**src/rtl/fob_pkg.sv**
```systemverilog
package fob_pkg;

   typedef enum logic [1:0] {
      FOB_WIDE  = 2'd0,
      FOB_DUP_A = 2'd1,
      FOB_DUP_B = 2'd2
   } fob_mode_e;

   // Select pins to operating mode; the map select matters only when duplicating.
   function automatic fob_mode_e fob_decode(input logic sel_map, input logic sel_dup);
      if (!sel_dup)
         return FOB_WIDE;
      else if (sel_map)
         return FOB_DUP_B;
      else
         return FOB_DUP_A;
   endfunction

endpackage

```
**src/rtl/fob_cfg_decode.sv**
```systemverilog
module fob_cfg_decode
   import fob_pkg::*;
#(
   parameter int               WIDTH      = 25,
   parameter logic [WIDTH-1:0] WIDE_MASK  = '0,
   parameter logic [WIDTH-1:0] DUP_A_MASK = '0,
   parameter logic [WIDTH-1:0] DUP_B_MASK = '0
) (
   input  logic             sel_map,
   input  logic             sel_dup,
   output logic [WIDTH-1:0] keep_a,
   output logic [WIDTH-1:0] keep_b
);

   fob_mode_e mode;

   always_comb begin
      mode = fob_decode(sel_map, sel_dup);
      unique case (mode)
         FOB_WIDE: begin
            keep_a = WIDE_MASK;
            keep_b = '0;
         end
         FOB_DUP_A: begin
            keep_a = DUP_A_MASK;
            keep_b = DUP_A_MASK;
         end
         FOB_DUP_B: begin
            keep_a = DUP_B_MASK;
            keep_b = DUP_B_MASK;
         end
         default: begin
            keep_a = '0;
            keep_b = '0;
         end
      endcase
   end

endmodule

```
**src/rtl/fob_bit_flop.sv**
```systemverilog
module fob_bit_flop (
   input  logic clk,
   input  logic rst_n,
   input  logic d,
   input  logic keep,
   output logic q
);

   always_ff @(posedge clk or negedge rst_n) begin
      if (!rst_n)
         q <= 1'b0;
      else
         q <= d & keep;
   end

endmodule

```
**src/rtl/fob_buffer.sv**
```systemverilog
module fob_buffer
   import fob_pkg::*;
#(
   parameter int               WIDTH        = 25,
   parameter logic [WIDTH-1:0] WIDE_MASK    = 25'h1FFFFB6,
   parameter logic [WIDTH-1:0] DUP_A_MASK   = 25'h0003FB6,
   parameter logic [WIDTH-1:0] DUP_B_MASK   = 25'h0001BBF,
   parameter bit               SPLIT_COPIES = 1'b1
) (
   input  logic             clk,
   input  logic             rst_n,
   input  logic             cfg_map,
   input  logic             cfg_dup,
   input  logic [WIDTH-1:0] din,
   output logic [WIDTH-1:0] qa,
   output logic [WIDTH-1:0] qb
);

   localparam logic [WIDTH-1:0] USED_ANY = WIDE_MASK | DUP_A_MASK | DUP_B_MASK;

   // Elaboration-time parameter checks
   if (WIDTH < 2) begin : g_bad_width
      $error("fob_buffer: WIDTH must be at least 2");
   end
   if (WIDE_MASK == '0 || DUP_A_MASK == '0 || DUP_B_MASK == '0) begin : g_bad_mask
      $error("fob_buffer: every configuration mask needs at least one bit");
   end

   logic [WIDTH-1:0] keep_a;
   logic [WIDTH-1:0] keep_b;

   fob_cfg_decode #(
      .WIDTH      (WIDTH),
      .WIDE_MASK  (WIDE_MASK),
      .DUP_A_MASK (DUP_A_MASK),
      .DUP_B_MASK (DUP_B_MASK)
   ) u_decode (
      .sel_map (cfg_map),
      .sel_dup (cfg_dup),
      .keep_a  (keep_a),
      .keep_b  (keep_b)
   );

   for (genvar i = 0; i < WIDTH; i++) begin : g_bank_a
      fob_bit_flop u_flop (
         .clk   (clk),
         .rst_n (rst_n),
         .d     (din[i]),
         .keep  (keep_a[i]),
         .q     (qa[i])
      );
   end

   if (SPLIT_COPIES) begin : g_split
      for (genvar i = 0; i < WIDTH; i++) begin : g_bank_b
         fob_bit_flop u_flop (
            .clk   (clk),
            .rst_n (rst_n),
            .d     (din[i]),
            .keep  (keep_b[i]),
            .q     (qb[i])
         );
      end
   end else begin : g_shared
      logic dup_q;
      always_ff @(posedge clk or negedge rst_n) begin
         if (!rst_n)
            dup_q <= 1'b0;
         else
            dup_q <= cfg_dup;
      end
      assign qb = qa & {WIDTH{dup_q}};
   end


   reset_clear_chk: assert property (@(posedge clk)
      !rst_n |-> (qa == '0 && qb == '0));


   capture_chk: assert property (@(posedge clk) disable iff (!rst_n)
      $past(rst_n) |-> qa == ($past(din) & $past(keep_a)));


   wide_qb_low_chk: assert property (@(posedge clk) disable iff (!rst_n)
      !$past(cfg_dup) |-> qb == '0);


   copies_match_chk: assert property (@(posedge clk) disable iff (!rst_n)
      $past(cfg_dup) |-> qa == qb);


   unused_low_chk: assert property (@(posedge clk) disable iff (!rst_n)
      ((qa | qb) & ~USED_ANY) == '0);

endmodule

```
**config.mk**
```make
export PLATFORM = sky130hd
export DESIGN_NAME = fob_buffer
export DESIGN_NICKNAME = d
export VERILOG_FILES = /design/src/rtl/fob_pkg.sv /design/src/rtl/fob_cfg_decode.sv /design/src/rtl/fob_bit_flop.sv /design/src/rtl/fob_buffer.sv
export SDC_FILE = /design/constraint.sdc
export NUM_CORES = 1
export LEC_CHECK = 0
export CAP_MARGIN = 5
export CORE_ASPECT_RATIO = 2
export CORE_MARGIN = 4
export CORE_UTILIZATION = 39
export DETAILED_ROUTE_END_ITERATION = 7
export PLACE_DENSITY = 0.83
export SLEW_MARGIN = 10
export SYNTH_ARGS = -nofsm -noshare
export SYNTH_HDL_FRONTEND = slang
export SYNTH_SLANG_ARGS = --single-unit
export TNS_END_PERCENT = 50
```
**constraint.sdc**
```tcl
create_clock -name clk -period 0.85 [get_ports clk]
set_input_delay 0.17 -clock clk [delete_from_list [all_inputs] [get_ports clk]]
set_output_delay 0.17 -clock clk [all_outputs]
set_load 0.02 [all_outputs]
```
==> reports/metrics.csv, run 1 <==
metric;value;unit
status;finished, violations left;
failing checks;negative setup slack;
Register Area;876;um2
largest family of logic cells by synthesized area;buffers and inverters;
antenna cell count;0;
clk buf depth;2;
die width;52.4;um
time the worst path needs with I/O delays and setup;0.965;ns
Tcrit/Tclk final;1.14;
pwr/cell area;1730;mW/mm2
Fmax;1040;MHz
max-cap viol count;0;
CP delay by family, top;flip-flops;
Hold Startpoint;cfg_map;
Post-Synthesis Cells;128;
Std-Cell Rows;32;
fill cell count;343;
Final ANT Viol Nets;0;
number of global-route vias before repair;892;
CP startpoint;g_split.g_bank_b[3].u_flop.q;
Post-Synth Simple-Gate Area;0.153;
switching share of total power;0.246;
worst hold stages;3;
Worst Setup Start Kind;flip-flop;
YS warnings;0;
area fraction of the dominant cell type after synthesis;0.570;
RSZ-0062 raised after global routing;true;
Synth top cells by count;buf_4, dfrtp_1, and2_1, nor2b_1;
Max FO, Critical Path;2;
worst vdd ir;1.31;mV
drt via density;3.91;
WL final;2.63;mm
# setup viols final;37;
Setup TNS;-3.54;ns
synth top area cells;dfrtp_1, buf_4, and2_1, nor2b_1, ha_1;
clk sinks;35;
initial antenna violation count;0;
combinational share of power;0.206;
drc violations;0;
HPWL after DPL;2.06;mm
crit path buf inv count;1;
Synth Area in XOR/XNOR;0;
PortBufs;64;
sequential power share;0.506;
count of pins over their slew limit;0;
worst setup margin;-0.115;ns
core box area;0.00384;mm2
FF+latch count, synth;35;
worst setup path category;flip-flop to primary output;
layout cells sized above 1;0.331;
die area;0.00507;mm2
stages on the worst setup path;1;
routability cong.;0.605;
adder-cell area share of the yosys netlist;0.0163;
largest net degree at the start of global routing;36;
finished layout cell area;0.00207;mm2
HP Class;input pin to flip-flop;
Arr. time, crit path;0.80;ns
dpl cells;207;
CTS tree;built;
placed cell area;0.00195;mm2
slowest cell delay on critical path;0.37;ns
chip height;96.7;um
CP max-delay cell;dfrtp_1;
final core occ;0.539;
internal power;2700;uW
multi-input gate area in the final layout;364;um2
share of the yosys chip area belonging to registers;0.570;
CTS H-tree depth;2;
synthesized area;0.00154;mm2
Non-Filler Instances;214;
crit-path cells;buf_2;
Setup crit end kind;primary output;
first-pass GRT wire length;4.04;mm
Ports;79;
post-synthesis mux area share;0;
post-synthesis compound-gate area fraction;0.00978;
final hold vios;0;
starting density of the core;0.399;
Net Sw Power;885;uW
fin nets;195;
clk slew on worst S/H paths;0.06;ns
EDFF count, synth;0;
Avg Synthesized Cell Area;12.0;um2
Synth Flop Type;dfrtp_1;
wire length per cell;12.3;um
routed vias;837;
TritonCTS Buffers;5;
setup bufs post-CTS;0;
area grow syn2layout;35.0;%
Req. time, crit path;0.68;ns
drt pass-1 iters;3;
GR Util All Layers;0.114;
global route total overflow;0;
Distinct cells, synth;13;
root buffer cell;clkbuf_8;
most frequent cell after synthesis;buf_4;
Clk pwr share;0.288;
fraction of registers with async set/reset;1.00;
Hold Path Sink;g_bank_a[10].u_flop.q;
largest area contributor in the netlist;dfrtp_1;
P_leak;0.00102;uW
DRT iter0 DRCs;8;
[sequential cells by signal (all words and copies together) (netlist names)]
register,cells
g_bank_a.u_flop.q,22
g_split.g_bank_b.u_flop.q,13
[per-layer routing]
layer	global-route usage	part of all wire	vias up
li1	-	-	397
met1	0.0729	0.25	379
met2	0.211	0.59	54
met3	0.0709	0.13	7
met4	0.0669	0.032	0
met5	0	0	-
[power groups by stage]
stage / logic (uW) / clock network, uW / registers, uW
final: 738 / 1030 / 1820
after global routing: 792 / 1180 / 1830
after floorplan: 500 / 0 / 1820
after detailed placement: 724 / 0 / 1830
after CTS: 734 / 1090 / 1810
after global placement: 714 / 0 / 1820
[kinds of logic (layout without fill, tap and decap cells)]
kind of cell / Yosys count / in the layout
other: 1 / 13
flip-flops: 35 / 35
buffers and inverters: 51 / 74
adder cells (fa/ha/maj): 2 / 2
AND/OR/NAND/NOR: 37 / 37
AO/OA/AOI/OAI: 2 / 2
[metrics by stage]
step           setup WS (ns)  hold slack [ns]  total power, uW
4_1_cts               -0.134            0.372             3640
5_1_grt               -0.168            0.303             3800
2_1_floorplan        -0.0266           -0.126             2320
3_3_place_gp          -0.590            0.139             2540
3_5_place_dp          -0.622            0.141             2550
6_report              -0.115            0.292             3590
[worst max path at each step]
stage                                  endpoint  slack [ns]
after global placement    g_bank_a[11].u_flop.q       -0.59
after detailed placement   g_bank_a[4].u_flop.q       -0.62
after global routing                      qa[3]       -0.17
after CTS                                 qa[3]       -0.13
after floorplan           g_bank_a[14].u_flop.q       -0.03
final                                     qa[3]       -0.12
[layout make-up]
type                            instances  share of cell area
Clock buffer                            6              0.0350
Multi-Input combinational cell         54               0.176
Sequential cell                        35               0.422
Tap cell                               51              0.0308
Timing Repair Buffer                   68               0.336
[repair_timing]
action	4_1_cts	5_1_grt
hold buffers	1	0
endpoints found under the setup margin	66	55
pin swaps	1	0
hold endpoints to repair	35	0
gates cloned	0	0
gates resized for setup	212	13
[layout by cell type, fill, tap and decap left out, types with 5 or more instances in the layout]
master	n
and2_1	20
buf_6	33
dfrtp_1	35
nor2b_1	8
clkbuf_8	5
buf_2	5
conb_1	13
clkdlybuf4s50_1	24
Power figures use the tool's default switching activity.
==> run 2, diff against run 1 <==
==> constraint.sdc (replaced) <==
create_clock -name clk -period 0.85 [get_ports clk]
set_input_delay 0.17 -clock clk [delete_from_list [all_inputs] [get_ports clk]]
set_output_delay 0.17 -clock clk [all_outputs]
set_load 0.1 [all_outputs]
==> run 2 against run 1 <==
Net effect: the run still ends with negative setup slack left; total power up 39%; die area unchanged; clock-buffer cell count up 2; combinational power rose to 2.5 times the previous value; sequential power up 2%; cell count up 1.9%; sequential cell count unchanged; global-route usage up 1.8 points; sequential share of layout area down 7.0 points; maximum frequency down 11%; critical path type unchanged; largest cell class is now buffers; largest power group unchanged.
==> reports/metrics.csv, run 2 (synthesis results as in run 1) <==
metric;value;unit
Final ANT Viol Nets;0;
antenna cell count;0;
drt via density;4.07;
global route total overflow;0;
CTS H-tree depth;2;
crit path buf inv count;1;
starting density of the core;0.399;
GR Util All Layers;0.132;
slowest cell delay on critical path;0.43;ns
initial antenna violation count;0;
CP max-delay cell;dfrtp_1;
CTS tree;built;
area grow syn2layout;62.0;%
largest net degree at the start of global routing;36;
worst vdd ir;1.47;mV
root buffer cell;clkbuf_8;
Std-Cell Rows;32;
Max FO, Critical Path;2;
TritonCTS Buffers;5;
RSZ-0062 raised after global routing;true;
chip height;96.7;um
HP Class;input pin to asynchronous set/reset pin;
CP delay by family, top;flip-flops;
worst setup path category;flip-flop to primary output;
Setup crit end kind;primary output;
clk sinks;35;
first-pass GRT wire length;4.70;mm
fill cell count;303;
fin nets;197;
met1 GRT Util;0.0904;
GR Util met3;0.0616;
max reg flops;22;
WL final;2.82;mm
Reg with most FFs;g_bank_a.u_flop.q;
count of pins over their slew limit;0;
time the worst path needs with I/O delays and setup;1.08;ns
final hold vios;0;
Tcrit/Tclk final;1.27;
Power Total;4980;uW
Arr. time, crit path;0.91;ns
dpl cells;207;
Worst Setup Start Kind;flip-flop;
wire length per cell;12.9;um
failing checks;negative setup slack;
# setup viols final;37;
layout cells sized above 1;0.347;
Ports;79;
crit-path cells;buf_12;
core box area;0.00384;mm2
Fin Hold WS;0.376;ns
routed vias;887;
die area;0.00507;mm2
routability cong.;0.620;
drt pass-1 iters;2;
GRT busiest layer;met2;
Fmax;923;MHz
PortBufs;64;
number of global-route vias before repair;993;
met2 Usage GRT;0.254;
Req. time, crit path;0.68;ns
HPWL after DPL;2.30;mm
drc violations;0;
pwr/cell area;2000;mW/mm2
worst setup margin;-0.234;ns
most frequent cells in the layout;buf_12, dfrtp_1, clkdlybuf4s50_1;
commonest non-fill, non-tap cell in the layout;buf_12;
DRT iter0 DRCs;3;
status;finished, violations left;
biggest regs;g_bank_a.u_flop.q x22, g_split.g_bank_b.u_flop.q x13;
clk slew on worst S/H paths;0.06;ns
max-cap viol count;0;
P_leak;0.00115;uW
Non-Filler Instances;218;
clk buf depth;2;
die width;52.4;um
-- run 2: changes by cell type in the layout (fill, tap and decap cells not counted), moves of 2 or more --
cell             before  now
buf_12                1   39
buf_6                33    0
buf_2                 5    1
clkbuf_8              5    7
clkdlybuf4s15_2       0    2
nor2b_2               2    0
-- run 2: timing repair --
item                                    4_1_cts  5_1_grt
pin swaps                                     1        0
endpoints found under the hold margin        35        0
resized for setup                            13        2
hold buffers                                  1        0
buffers inserted                              2        0
endpoints found under the setup margin       66       39
-- run 2: path summary, 6_finish.rpt --
path | from | end | slack, ns | cells past startpoint
max | g_split.g_bank_b[3].u_flop.q | qb[3] | -0.23 | 1
min | rst_n | g_bank_a[5].u_flop.q | 0.38 | 3
max in group asynchronous | rst_n | g_split.g_bank_b[0].u_flop.q | 0.29 | 3
min in group clk | cfg_map | g_bank_a[10].u_flop.q | 0.39 | 3
-- run 2: final cells by class --
type                       instances  area, um2  share of cell area
clock buffer                       8        100              0.0402
multi-input combinational         54        365               0.147
sequential                        35        877               0.353
tap                               51       63.8              0.0257
timing repair buffer              70       1080               0.435
-- run 2: report_power, final --
group          internal, uW  leakage, uW  total (uW)  switching [uW]
Combinational           621     0.000660        1850            1230
Clock                   738    0.0000515        1260             523
Sequential             1770     0.000442        1860            90.6
Total                  3130      0.00115        4980            1850
-- run 2: layer usage --
layer	share of wire	vias up
met4	0.022	0
met5	0	-
met3	0.11	6
li1	-	402
met2	0.64	51
met1	0.23	428
-- run 2: stage by stage --
stage               cell area [um2]  worst slack [ns]  utilization  TNS (ns)
floorplan                      1590           -0.0266            -    -0.266
global placement               2320            -0.588        0.603    -16.14
detailed placement             2320            -0.623        0.603    -17.28
CTS                            2480            -0.256        0.646     -7.22
global route                   2490            -0.262        0.647     -7.68
finish                         2490            -0.234        0.647     -6.53
